### config.mk
export PLATFORM = sky130hd
export DESIGN_NAME = rule_eval
export DESIGN_NICKNAME = d
export VERILOG_FILES = /design/src/rtl/dram_tc_pkg.sv /design/src/rtl/rule_eval.sv
export SDC_FILE = /design/constraint.sdc
export NUM_CORES = 1
export LEC_CHECK = 0
export ABC_AREA = 1
export ABC_CLOCK_PERIOD_IN_PS = 800
export BUFFER_PORTS_ARGS = -buffer_cell sky130_fd_sc_hd__buf_2
export CORE_MARGIN = 2
export CORE_UTILIZATION = 31
export DETAILED_ROUTE_END_ITERATION = 12
export PLACE_DENSITY = 0.86
export SYNTH_ARGS = -nofsm -noshare
export SYNTH_HDL_FRONTEND = slang
export SYNTH_SLANG_ARGS = --single-unit
### constraint.sdc
create_clock -name vclk -period 0.8
set_clock_uncertainty 0.15 [all_clocks]
set_input_delay 0 -clock vclk [all_inputs]
set_output_delay 0 -clock vclk [all_outputs]
set_load 0.01 [all_outputs]
### src/rtl/dram_tc_pkg.sv
package dram_tc_pkg;
    localparam int NCHK        = 12;
    localparam int CK_RAS_MIN  = 0;
    localparam int CK_RAS_MAX  = 1;
    localparam int CK_RASP_MAX = 2;
    localparam int CK_RP       = 3;
    localparam int CK_CAS_MIN  = 4;
    localparam int CK_CAS_MAX  = 5;
    localparam int CK_CP       = 6;
    localparam int CK_RCD      = 7;
    localparam int CK_CSH      = 8;
    localparam int CK_CRP      = 9;
    localparam int CK_WP       = 10;
    localparam int CK_RWL      = 11;

    typedef enum logic [2:0] {
        ST_PRE  = 3'd0,
        ST_ROW  = 3'd1,
        ST_COL  = 3'd2,
        ST_PAGE = 3'd3,
        ST_CBR  = 3'd4
    } cyc_state_t;
endpackage

### src/rtl/rule_eval.sv
module rule_eval
    import dram_tc_pkg::*;
#(
    parameter int W          = 16,
    parameter int T_RAS_MIN  = 23,
    parameter int T_RAS_MAX  = 5000,
    parameter int T_RASP_MAX = 50000,
    parameter int T_RP       = 15,
    parameter int T_CAS_MIN  = 4,
    parameter int T_CAS_MAX  = 5000,
    parameter int T_CP       = 4,
    parameter int T_RCD      = 8,
    parameter int T_CSH      = 20,
    parameter int T_CRP      = 3,
    parameter int T_WP       = 5,
    parameter int T_RWL      = 5
) (
    input  cyc_state_t      state,
    input  logic            wr_seen,
    input  logic            ras_act,
    input  logic            ras_on,
    input  logic            ras_off,
    input  logic            ras_armed,
    input  logic [W-1:0]    ras_age,
    input  logic            cas_act,
    input  logic            cas_on,
    input  logic            cas_off,
    input  logic            cas_armed,
    input  logic [W-1:0]    cas_age,
    input  logic            we_act,
    input  logic            we_on,
    input  logic            we_off,
    input  logic            we_armed,
    input  logic [W-1:0]    we_age,
    input  logic [W-1:0]    we_since,
    output logic [NCHK-1:0] hits
);
    localparam logic [W-1:0] L_RAS_MIN  = W'(T_RAS_MIN);
    localparam logic [W-1:0] L_RAS_MAX  = W'(T_RAS_MAX);
    localparam logic [W-1:0] L_RASP_MAX = W'(T_RASP_MAX);
    localparam logic [W-1:0] L_RP       = W'(T_RP);
    localparam logic [W-1:0] L_CAS_MIN  = W'(T_CAS_MIN);
    localparam logic [W-1:0] L_CAS_MAX  = W'(T_CAS_MAX);
    localparam logic [W-1:0] L_CP       = W'(T_CP);
    localparam logic [W-1:0] L_RCD      = W'(T_RCD);
    localparam logic [W-1:0] L_CSH      = W'(T_CSH);
    localparam logic [W-1:0] L_CRP      = W'(T_CRP);
    localparam logic [W-1:0] L_WP       = W'(T_WP);
    localparam logic [W-1:0] L_RWL      = W'(T_RWL);

    logic [W-1:0] rcd_delay;
    logic         in_access;

    assign rcd_delay = (state == ST_PRE) ? '0 : ras_age;
    assign in_access = (state == ST_ROW) || (state == ST_COL) || (state == ST_PAGE);

    always_comb begin
        hits = '0;
        hits[CK_RAS_MIN]  = ras_off && (ras_age < L_RAS_MIN);
        hits[CK_RAS_MAX]  = ras_off && ras_armed && (state != ST_PAGE) && (ras_age > L_RAS_MAX);
        hits[CK_RASP_MAX] = ras_act && !ras_on && ras_armed && (ras_age >= L_RASP_MAX);
        hits[CK_RP]       = ras_on && (ras_age < L_RP);
        hits[CK_CAS_MIN]  = cas_off && (cas_age < L_CAS_MIN);
        hits[CK_CAS_MAX]  = cas_act && !cas_on && cas_armed && (cas_age >= L_CAS_MAX);
        hits[CK_CP]       = cas_on && ((state == ST_COL) || (state == ST_PAGE)) && (cas_age < L_CP);
        hits[CK_RCD]      = cas_on && ((state == ST_ROW) || ((state == ST_PRE) && ras_on))
                            && (rcd_delay < L_RCD);
        hits[CK_CSH]      = cas_off && (state == ST_COL) && (ras_age < L_CSH);
        hits[CK_CRP]      = ras_on && !cas_act && (cas_off || (cas_age < L_CRP));
        hits[CK_WP]       = we_off && we_armed && (we_age < L_WP);
        hits[CK_RWL]      = ras_off && (wr_seen || (we_act && in_access))
                            && (we_on || (we_since < L_RWL));
    end
endmodule

==> impl_metrics.json, run 1 <==
{
  "port_buffers": 92,
  "violations": "negative setup slack",
  "cellPowerDensity_mw_per_mm2": 427,
  "syn_area_cell_um2": 4.54,
  "post_route_non_filler_standard_cell_count": 256,
  "syn-instance-count": 131,
  "cellLeakagePower_uw": 0.000751,
  "detail_route.wirelength_um": 3680,
  "vdd_ir_drop_max_v": 0.000319,
  "synthToLayoutAreaGrowth_pct": 148,
  "maxSlewHeadroom": 0.862,
  "io-pin-count": 92,
  "finalCritPeriodShare": 1.20,
  "status": "finished with violations",
  "crit_path_cell_trace": "buf_8 -> nor2_4 -> nand2_2 -> nor2_2 -> nand4_1 -> nor2_1 -> buf_2",
  "dr.first_iter.drc_count": 24,
  "worst_path_largest_cell_delay_ns": 0.15,
  "fmax_mhz": 1040,
  "synth.lib_cells_used.distinct": 18,
  "fp.dieArea_mm2": 0.00228,
  "min_path_type": "input pin to output port",
  "antennaDiodeCount": 0,
  "die_width_um": 47.8,
  "grt_start_max_net_pins": 5,
  "worst_endpoint_required_time_ns": 0.65,
  "placement_rows": 15,
  "avgRoutedWirePerCell_um": 14.4,
  "cell_accounting_for_the_most_synthesized_area": "nand2_1",
  "critPathCaptureType": "output port",
  "n_fill_cell": 132,
  "final_worst_setup_slack_ns": -0.158,
  "worst_slew_pin_slew_ns": 0.206,
  "post_synth_most_frequent_cells": "nand2_1 (35), nor2_1 (35), inv_1 (16)",
  "report.final.hold_viol_count": 0,
  "n_clock_buffer": 0,
  "grt.overflow.total": 0,
  "detail_route.drc_violations": 0,
  "grt_antenna_before_repair": 0,
  "worstPathBufferInverterCount": 2,
  "rsz0062_at_grt": "yes",
  "number_of_global_route_vias_before_repair": 1063,
  "post-synth-top-area-fraction": 0.221,
  "flops_and_latches": 0,
  "critical_path.top_delay_family": "simple AND/OR/NAND/NOR gates",
  "holdCritStartpoint": "cas_armed",
  "finalSetupTns_ns": -1.10,
  "finalWorstPathRequiredPeriod_ns": 0.958,
  "yosysWarnings": 0,
  "vias_per_cell": 5.07,
  "critPathLaunchType": "input pin",
  "timing.final.max_slew_violations": 0,
  "fp.dieH_um": 47.8,
  "grt_usage": 0.240,
  "cp_data_arrival_time_ns": 0.81,
  "ff_latch_area_um2": 0,
  "via_count": 1297,
  "coreArea_mm2": 0.00176,
  "drtAntennaViolNets": 0,
  "initial_utilization": 0.337,
  "detailedRoute.firstPassIterationCount": 4,
  "startpoint": "cas_age[11]",
  "maxCapViolCount": 0,
  "finalSetupViolations": 12,
  "syn_nets": 211,
  "synthesis.area_um2": 594,
  "postLayoutCoreUtil": 0.837,
  "finalNetCount": 313,
  "cts_hold_buf": 0,
  "place.gp.congestion": 0.852,
  "drive_above_1_share": 0.602,
  "crit_slowest_cell": "buf_2",
  "hold_ws_ns": 0.175,
  "setup.worst_path.class": "input pin to output port",
  "dpl.hpwl_um": 2240,
  "dominant_cells_by_area_after_synthesis": "nand2_1 (22%), nor2_1 (22%), inv_1 (10%), nand3_1 (8.4%), a21oi_1 (5.9%)",
  "grt_pass1_wl_um": 4020,
  "area_used_by_multi_input_combinational_logic_um2": 669,
  "place_inst": 254,
  "critPathMaxFanout": 2,
  "synth.yosys.seq_area_share": 0
}
-- path summary, 6_finish.rpt --
check                     end  cells past startpoint
worst max-delay path  hits[4]                      7
worst min-delay path  hits[5]                      4
-- final cells by class --
type | count | area share
repair buffers | 100 | 0.482
multi-input cells | 114 | 0.453
inverters | 17 | 0.0432
well taps | 25 | 0.0212
-- logic make-up after synthesis --
family                 after synthesis  synth area share
AND/OR/NAND/NOR                     99             0.758
AO/OA/AOI/OAI                       15             0.135
buffers and inverters               17             0.107
-- metal layers --
layer	share of wire	global-route usage
met1	0.36	0.242
met2	0.50	0.523
met3	0.11	0.0151
met4	0.030	0.0324
met5	0	0
-- stage by stage --
step | instance area, µm² | worst slack, ns | power (µW)
floorplan | 594 | 0.0719 | 142
global placement | 1130 | -0.144 | 412
detailed placement | 1130 | -0.164 | 420
CTS | 1260 | -0.153 | 487
global route | 1480 | -0.211 | 678
finish | 1480 | -0.158 | 631
-- worst min-delay path, cell delays in order --
cell and delay [ns]:
buf_2 0.09, nand2_1 0.06, a31oi_1 0.04, buf_2 0.13
-- placed cells by master, fill, tap and decap left out --
cell / n
a21oi_1: 4
a21oi_2: 3
a31oi_1: 2
buf_2: 65
buf_4: 7
buf_6: 23
buf_8: 5
inv_1: 16
inv_2: 1
nand2_1: 29
nand2_2: 9
nand3_1: 9
nand3_2: 1
nand4_1: 3
nor2_1: 18
nor2_2: 9
nor2_4: 13
nor3_1: 5
nor3_2: 1
nor3b_2: 1
nor4_4: 1
o21a_1: 1
o21ai_0: 2
o21ai_1: 3
-- power by group --
group	total, µW	internal (µW)	switching [µW]
combinational	631	351	279
sequential	0	0	0
clock	0	0	0
-- repair_timing --
action / 4_1_cts / 5_1_grt
setup endpoints to repair: 12 / 12
pin swaps: 19 / 29
gates cloned: 0 / 0
gates resized for setup: 30 / 51
buffers inserted: 0 / 2
Power figures use the tool's default switching activity.
==> inputs of run 2 (changes only) <==
--- a/config.mk
+++ b/config.mk
@@ -15,3 +15,4 @@
 export SYNTH_ARGS = -nofsm -noshare
 export SYNTH_HDL_FRONTEND = slang
 export SYNTH_SLANG_ARGS = --single-unit
+export TNS_END_PERCENT = 30
==> run 2 against run 1 <==
  * Count of clock-buffer cells in the layout is the same
  * Final cell count down 0.39%
  * The flow still finishes with violations (negative setup slack)
  * Sequential share of layout area did not move
  * Die area unchanged
  * Largest power group unchanged
  * Critical path type unchanged
  * Largest cell class unchanged
  * Core utilization fell by 5.9 points
  * Flip-flop and latch count unchanged
  * Via count shrank 4.9%
  * Critical endpoint is now hits[0]
  * Final area down 7.0%
  * Fmax shrank 0.83%
  * Power decreased by 11%
==> impl_metrics.json, run 2 (synthesis results as in run 1) <==
{
  "io-pin-count": 92,
  "netSwitchingPower_uw": 248,
  "place.gp.congestion": 0.852,
  "dpl.hpwl_um": 2240,
  "total_power_uw": 562,
  "dr.first_iter.drc_count": 21,
  "critical_path.top_delay_family": "simple AND/OR/NAND/NOR gates",
  "worst_endpoint_required_time_ns": 0.65,
  "avgRoutedWirePerCell_um": 12.2,
  "power.share.switching": 0.442,
  "worst_slew_pin_slew_ns": 0.216,
  "n_fill_cell": 148,
  "fp.dieArea_mm2": 0.00228,
  "detailedRoute.firstPassIterationCount": 4,
  "coreArea_mm2": 0.00176,
  "finalWorstPathRequiredPeriod_ns": 0.966,
  "n_clock_buffer": 0,
  "ff_latch_area_um2": 0,
  "fp.dieH_um": 47.8,
  "power_frac_seq": 0,
  "critPathLaunchType": "input pin",
  "rsz0062_at_grt": "yes",
  "cts_hold_buf": 0,
  "port_buffers": 92,
  "finalCritPeriodShare": 1.21,
  "crit_path_cell_trace": "buf_8 -> nor2_4 -> nand2_2 -> nor2_4 -> nand2_2 -> nor3b_2 -> buf_2",
  "maxSlewHeadroom": 0.855,
  "vias_per_cell": 4.84,
  "number_of_global_route_vias_before_repair": 1054,
  "cellPowerDensity_mw_per_mm2": 409,
  "finalSetupTns_ns": -0.932,
  "detail_route.drc_violations": 0,
  "cp_data_arrival_time_ns": 0.82,
  "flops_and_latches": 0,
  "die_width_um": 47.8,
  "final_cell_mix": "buf_2 (73), nand2_1 (31), nor2_1 (22)",
  "setup.worst_path.class": "input pin to output port",
  "grt_usage": 0.236,
  "via_count": 1234,
  "drtAntennaViolNets": 0,
  "grt.overflow.total": 0,
  "placed_cell_area_mm2": 0.00113,
  "finalSetupViolations": 12,
  "critPathCaptureType": "output port",
  "grt_start_max_net_pins": 5,
  "min_path_type": "input pin to output port",
  "fmax_mhz": 1040,
  "grt_antenna_before_repair": 0,
  "final_cell_area_mm2": 0.00137,
  "antennaDiodeCount": 0,
  "violations": "negative setup slack",
  "worst_path_largest_cell_delay_ns": 0.17,
  "final_worst_setup_slack_ns": -0.166,
  "internal_power_uw": 314,
  "status": "finished with violations",
  "maxCapViolCount": 0,
  "synthToLayoutAreaGrowth_pct": 131,
  "vdd_ir_drop_max_v": 0.000300,
  "report.final.hold_viol_count": 0,
  "worstPathBufferInverterCount": 2,
  "grt_pass1_wl_um": 3950,
  "power.clock.fraction": 0,
  "timing.final.max_slew_violations": 0,
  "pwr-share-comb": 1.000,
  "finalNetCount": 312,
  "cellLeakagePower_uw": 0.000721,
  "crit_slowest_cell": "nor3b_2",
  "initial_utilization": 0.337,
  "placement_rows": 15,
  "drive_above_1_share": 0.570,
  "detail_route.wirelength_um": 3120,
  "mostFrequentLayoutCell": "buf_2",
  "critPathMaxFanout": 3,
  "hold_ws_ns": 0.170
}
-- run 2: worst min-delay path, cell delays in order --
cell     delay, ns
buf_2         0.08
nor4_2        0.03
nand2_1       0.05
nor2_1        0.04
buf_2         0.12
-- run 2: power by group through the flow --
stage / Clock [µW] / Sequential [µW] / Combinational [µW]
2_1_floorplan: 0 / 0 / 142
3_3_place_gp: 0 / 0 / 412
3_5_place_dp: 0 / 0 / 420
4_1_cts: 0 / 0 / 475
5_1_grt: 0 / 0 / 615
6_report: 0 / 0 / 562
-- run 2: worst paths after layout --
kind | slack, ns | end | startpoint | cells past startpoint
setup / recovery | -0.17 | hits[0] | ras_age[11] | 7
hold / removal | 0.17 | hits[10] | we_age[10] | 5
-- run 2: cell type report --
cell class	count	area, µm²	area share
inverters	17	63.8	0.0465
repair buffers	99	647	0.471
well taps	25	31.3	0.0228
multi-input cells	114	631	0.459
-- run 2: routing by layer --
metal	share of wire	vias to the layer above	routed length [µm]	track usage
met5	0	-	0	0
met4	0.042	0	132	0.0486
met3	0.11	12	333	0.0151
met2	0.50	84	1560	0.515
met1	0.35	518	1100	0.231
li1	-	620	-	-
-- run 2: timing repair --
action,CTS,global route
endpoints found under the setup margin,12,12
gates resized for setup,26,33
pin swaps,19,18
gates cloned,0,0
buffers inserted,0,1
-- run 2: stage by stage --
stage / setup WS (ns) / utilization / instances
4_1_cts: -0.153 / 0.703 / 254
6_report: -0.166 / 0.778 / 255
3_5_place_dp: -0.164 / 0.641 / 254
3_3_place_gp: -0.144 / 0.641 / 254
5_1_grt: -0.222 / 0.778 / 255
2_1_floorplan: 0.0719 / - / 131
==> inputs of run 3 (changes only) <==
--- a/config.mk
+++ b/config.mk
@@ -15,4 +15,4 @@
 export SYNTH_ARGS = -nofsm -noshare
 export SYNTH_HDL_FRONTEND = slang
 export SYNTH_SLANG_ARGS = --single-unit
-export TNS_END_PERCENT = 30
+export TNS_END_PERCENT = 1
==> run 3 against run 2 <==
  * The run still ends with negative setup slack left
  * Flip-flop and latch count stayed put
  * Final area is 10% lower
  * Power is 15% lower
  * Core utilization is 7.9 points lower
  * Count of clock-buffer cells in the layout stayed put
  * Non-clock buffer count is 1 lower
  * Highest routed layer unchanged
  * Critical path type unchanged
  * Die area stayed put
  * Via count is 5.0% lower
  * Worst setup slack hardly changed
  * Final cell count is 0.39% lower
==> impl_metrics.json, run 3 (synthesis results as in run 1) <==
{
  "status": "finished with violations",
  "violations": "negative setup slack",
  "ff_latch_area_um2": 0,
  "finalWorstPathRequiredPeriod_ns": 0.966,
  "coreArea_mm2": 0.00176,
  "maxCapViolCount": 0,
  "grt_usage": 0.222,
  "min_path_type": "input pin to output port",
  "worst_endpoint_required_time_ns": 0.65,
  "setup.worst_path.class": "input pin to output port",
  "port_buffers": 92,
  "initial_utilization": 0.337,
  "rsz0062_at_grt": "yes",
  "gr_layer_usage_met1": 0.229,
  "postLayoutCoreUtil": 0.699,
  "cellLeakagePower_uw": 0.000679,
  "worst_slew_pin_slew_ns": 0.214,
  "report.final.hold_viol_count": 0,
  "final_worst_setup_slack_ns": -0.166,
  "critPathCaptureType": "output port",
  "antennaDiodeCount": 0,
  "fp.dieArea_mm2": 0.00228,
  "grt_use_met2": 0.469,
  "detail_route.wirelength_um": 2670,
  "cts.repair_timing.setup_buffer_count": 0,
  "drive_above_1_share": 0.541,
  "finalSetupViolations": 12,
  "placed_cell_area_mm2": 0.00113,
  "grt_pass1_wl_um": 3770,
  "crit_slowest_cell": "nor2_2",
  "number_of_global_route_vias_before_repair": 1020,
  "dp_worst_setup_slack_ns": -0.164,
  "drtAntennaViolNets": 0,
  "place.gp.congestion": 0.852,
  "vias_per_cell": 4.61,
  "met3_usage": 0.0151,
  "io-pin-count": 92,
  "critPathLaunchType": "input pin",
  "critical_path.top_delay_family": "simple AND/OR/NAND/NOR gates",
  "synthToLayoutAreaGrowth_pct": 107,
  "hold_path_depth": 4,
  "total_power_uw": 476,
  "dpl.hpwl_um": 2240,
  "avgRoutedWirePerCell_um": 10.5,
  "flops_and_latches": 0,
  "die_width_um": 47.8,
  "placement_rows": 15,
  "crit_path_cell_trace": "buf_2 -> nor2_2 -> nand2_1 -> nor2_2 -> nand4_1 -> nor2_1 -> buf_2",
  "detail_route.drc_violations": 0,
  "timing.final.max_slew_violations": 0,
  "cellPowerDensity_mw_per_mm2": 386,
  "path_depth": 7,
  "fp.dieH_um": 47.8,
  "final_cell_mix": "buf_2 (86), nand2_1 (34), nor2_1 (25)",
  "maxSlewHeadroom": 0.856,
  "grt_start_max_net_pins": 5,
  "worst_path_largest_cell_delay_ns": 0.14,
  "finalCritPeriodShare": 1.21,
  "detailedRoute.firstPassIterationCount": 3,
  "mostFrequentLayoutCell": "buf_2",
  "finalNetCount": 311,
  "dr.first_iter.drc_count": 6,
  "most_crowded_layer_after_global_routing": "met2",
  "n_clock_buffer": 0,
  "fmax_mhz": 1040,
  "vdd_ir_drop_max_v": 0.000272,
  "hold_ws_ns": 0.157,
  "cp_data_arrival_time_ns": 0.82,
  "grt.overflow.total": 0,
  "critPathMaxFanout": 2,
  "worstPathBufferInverterCount": 2,
  "final_cell_area_mm2": 0.00123,
  "via_count": 1172,
  "grt_antenna_before_repair": 0
}
## run 3: changes by cell type in the layout (fill, tap and decap cells not counted)
cell / previous run / this run
buf_2: 73 / 86
buf_4: 8 / 7
buf_6: 13 / 3
buf_8: 5 / 2
nand2_1: 31 / 34
nand2_2: 7 / 4
nor2_1: 22 / 25
nor2_2: 7 / 9
nor2_4: 11 / 6
o21ai_0: 3 / 4
o21ai_1: 2 / 1
## run 3: worst paths after layout
path,from,endpoint,slack [ns]
max,cas_age[11],hits[6],-0.17
min,cas_armed,hits[5],0.16
## run 3: routing by layer
metal,wire length [µm],up-vias,part of all wire
met5,0,-,0
met4,54,0,0.020
met1,983,484,0.37
met3,284,6,0.11
li1,-,618,-
met2,1350,64,0.50
## run 3: final cells by class
class,count,area [µm²]
multi-input cells,114,591
inverters,17,63.8
fillers,173,532
repair buffers,98,547
well taps,25,31.3
## run 3: metrics by stage
stage / TNS, ns / std cells
finish: -0.973 / 254
global route: -1.83 / 254
CTS: -0.899 / 254
detailed placement: -1.14 / 254
global placement: -1.04 / 254
floorplan: 0 / 131
## run 3: worst min-delay path: stages
cell and delay, ns:
buf_2 0.09, nand2_1 0.05, a31oi_1 0.03, buf_2 0.13
## run 3: power by group
group / total (µW) / internal (µW) / switching, µW / leakage, µW
registers: 0 / 0 / 0 / 0
clock network: 0 / 0 / 0 / 0
logic: 476 / 256 / 220 / 0.000679
## run 3: timing repair
action / in CTS / in global routing
endpoints found under the setup margin: 12 / 12
hold buffers: 0 / 0
resized for setup: 16 / 13
pin swaps: 10 / 3
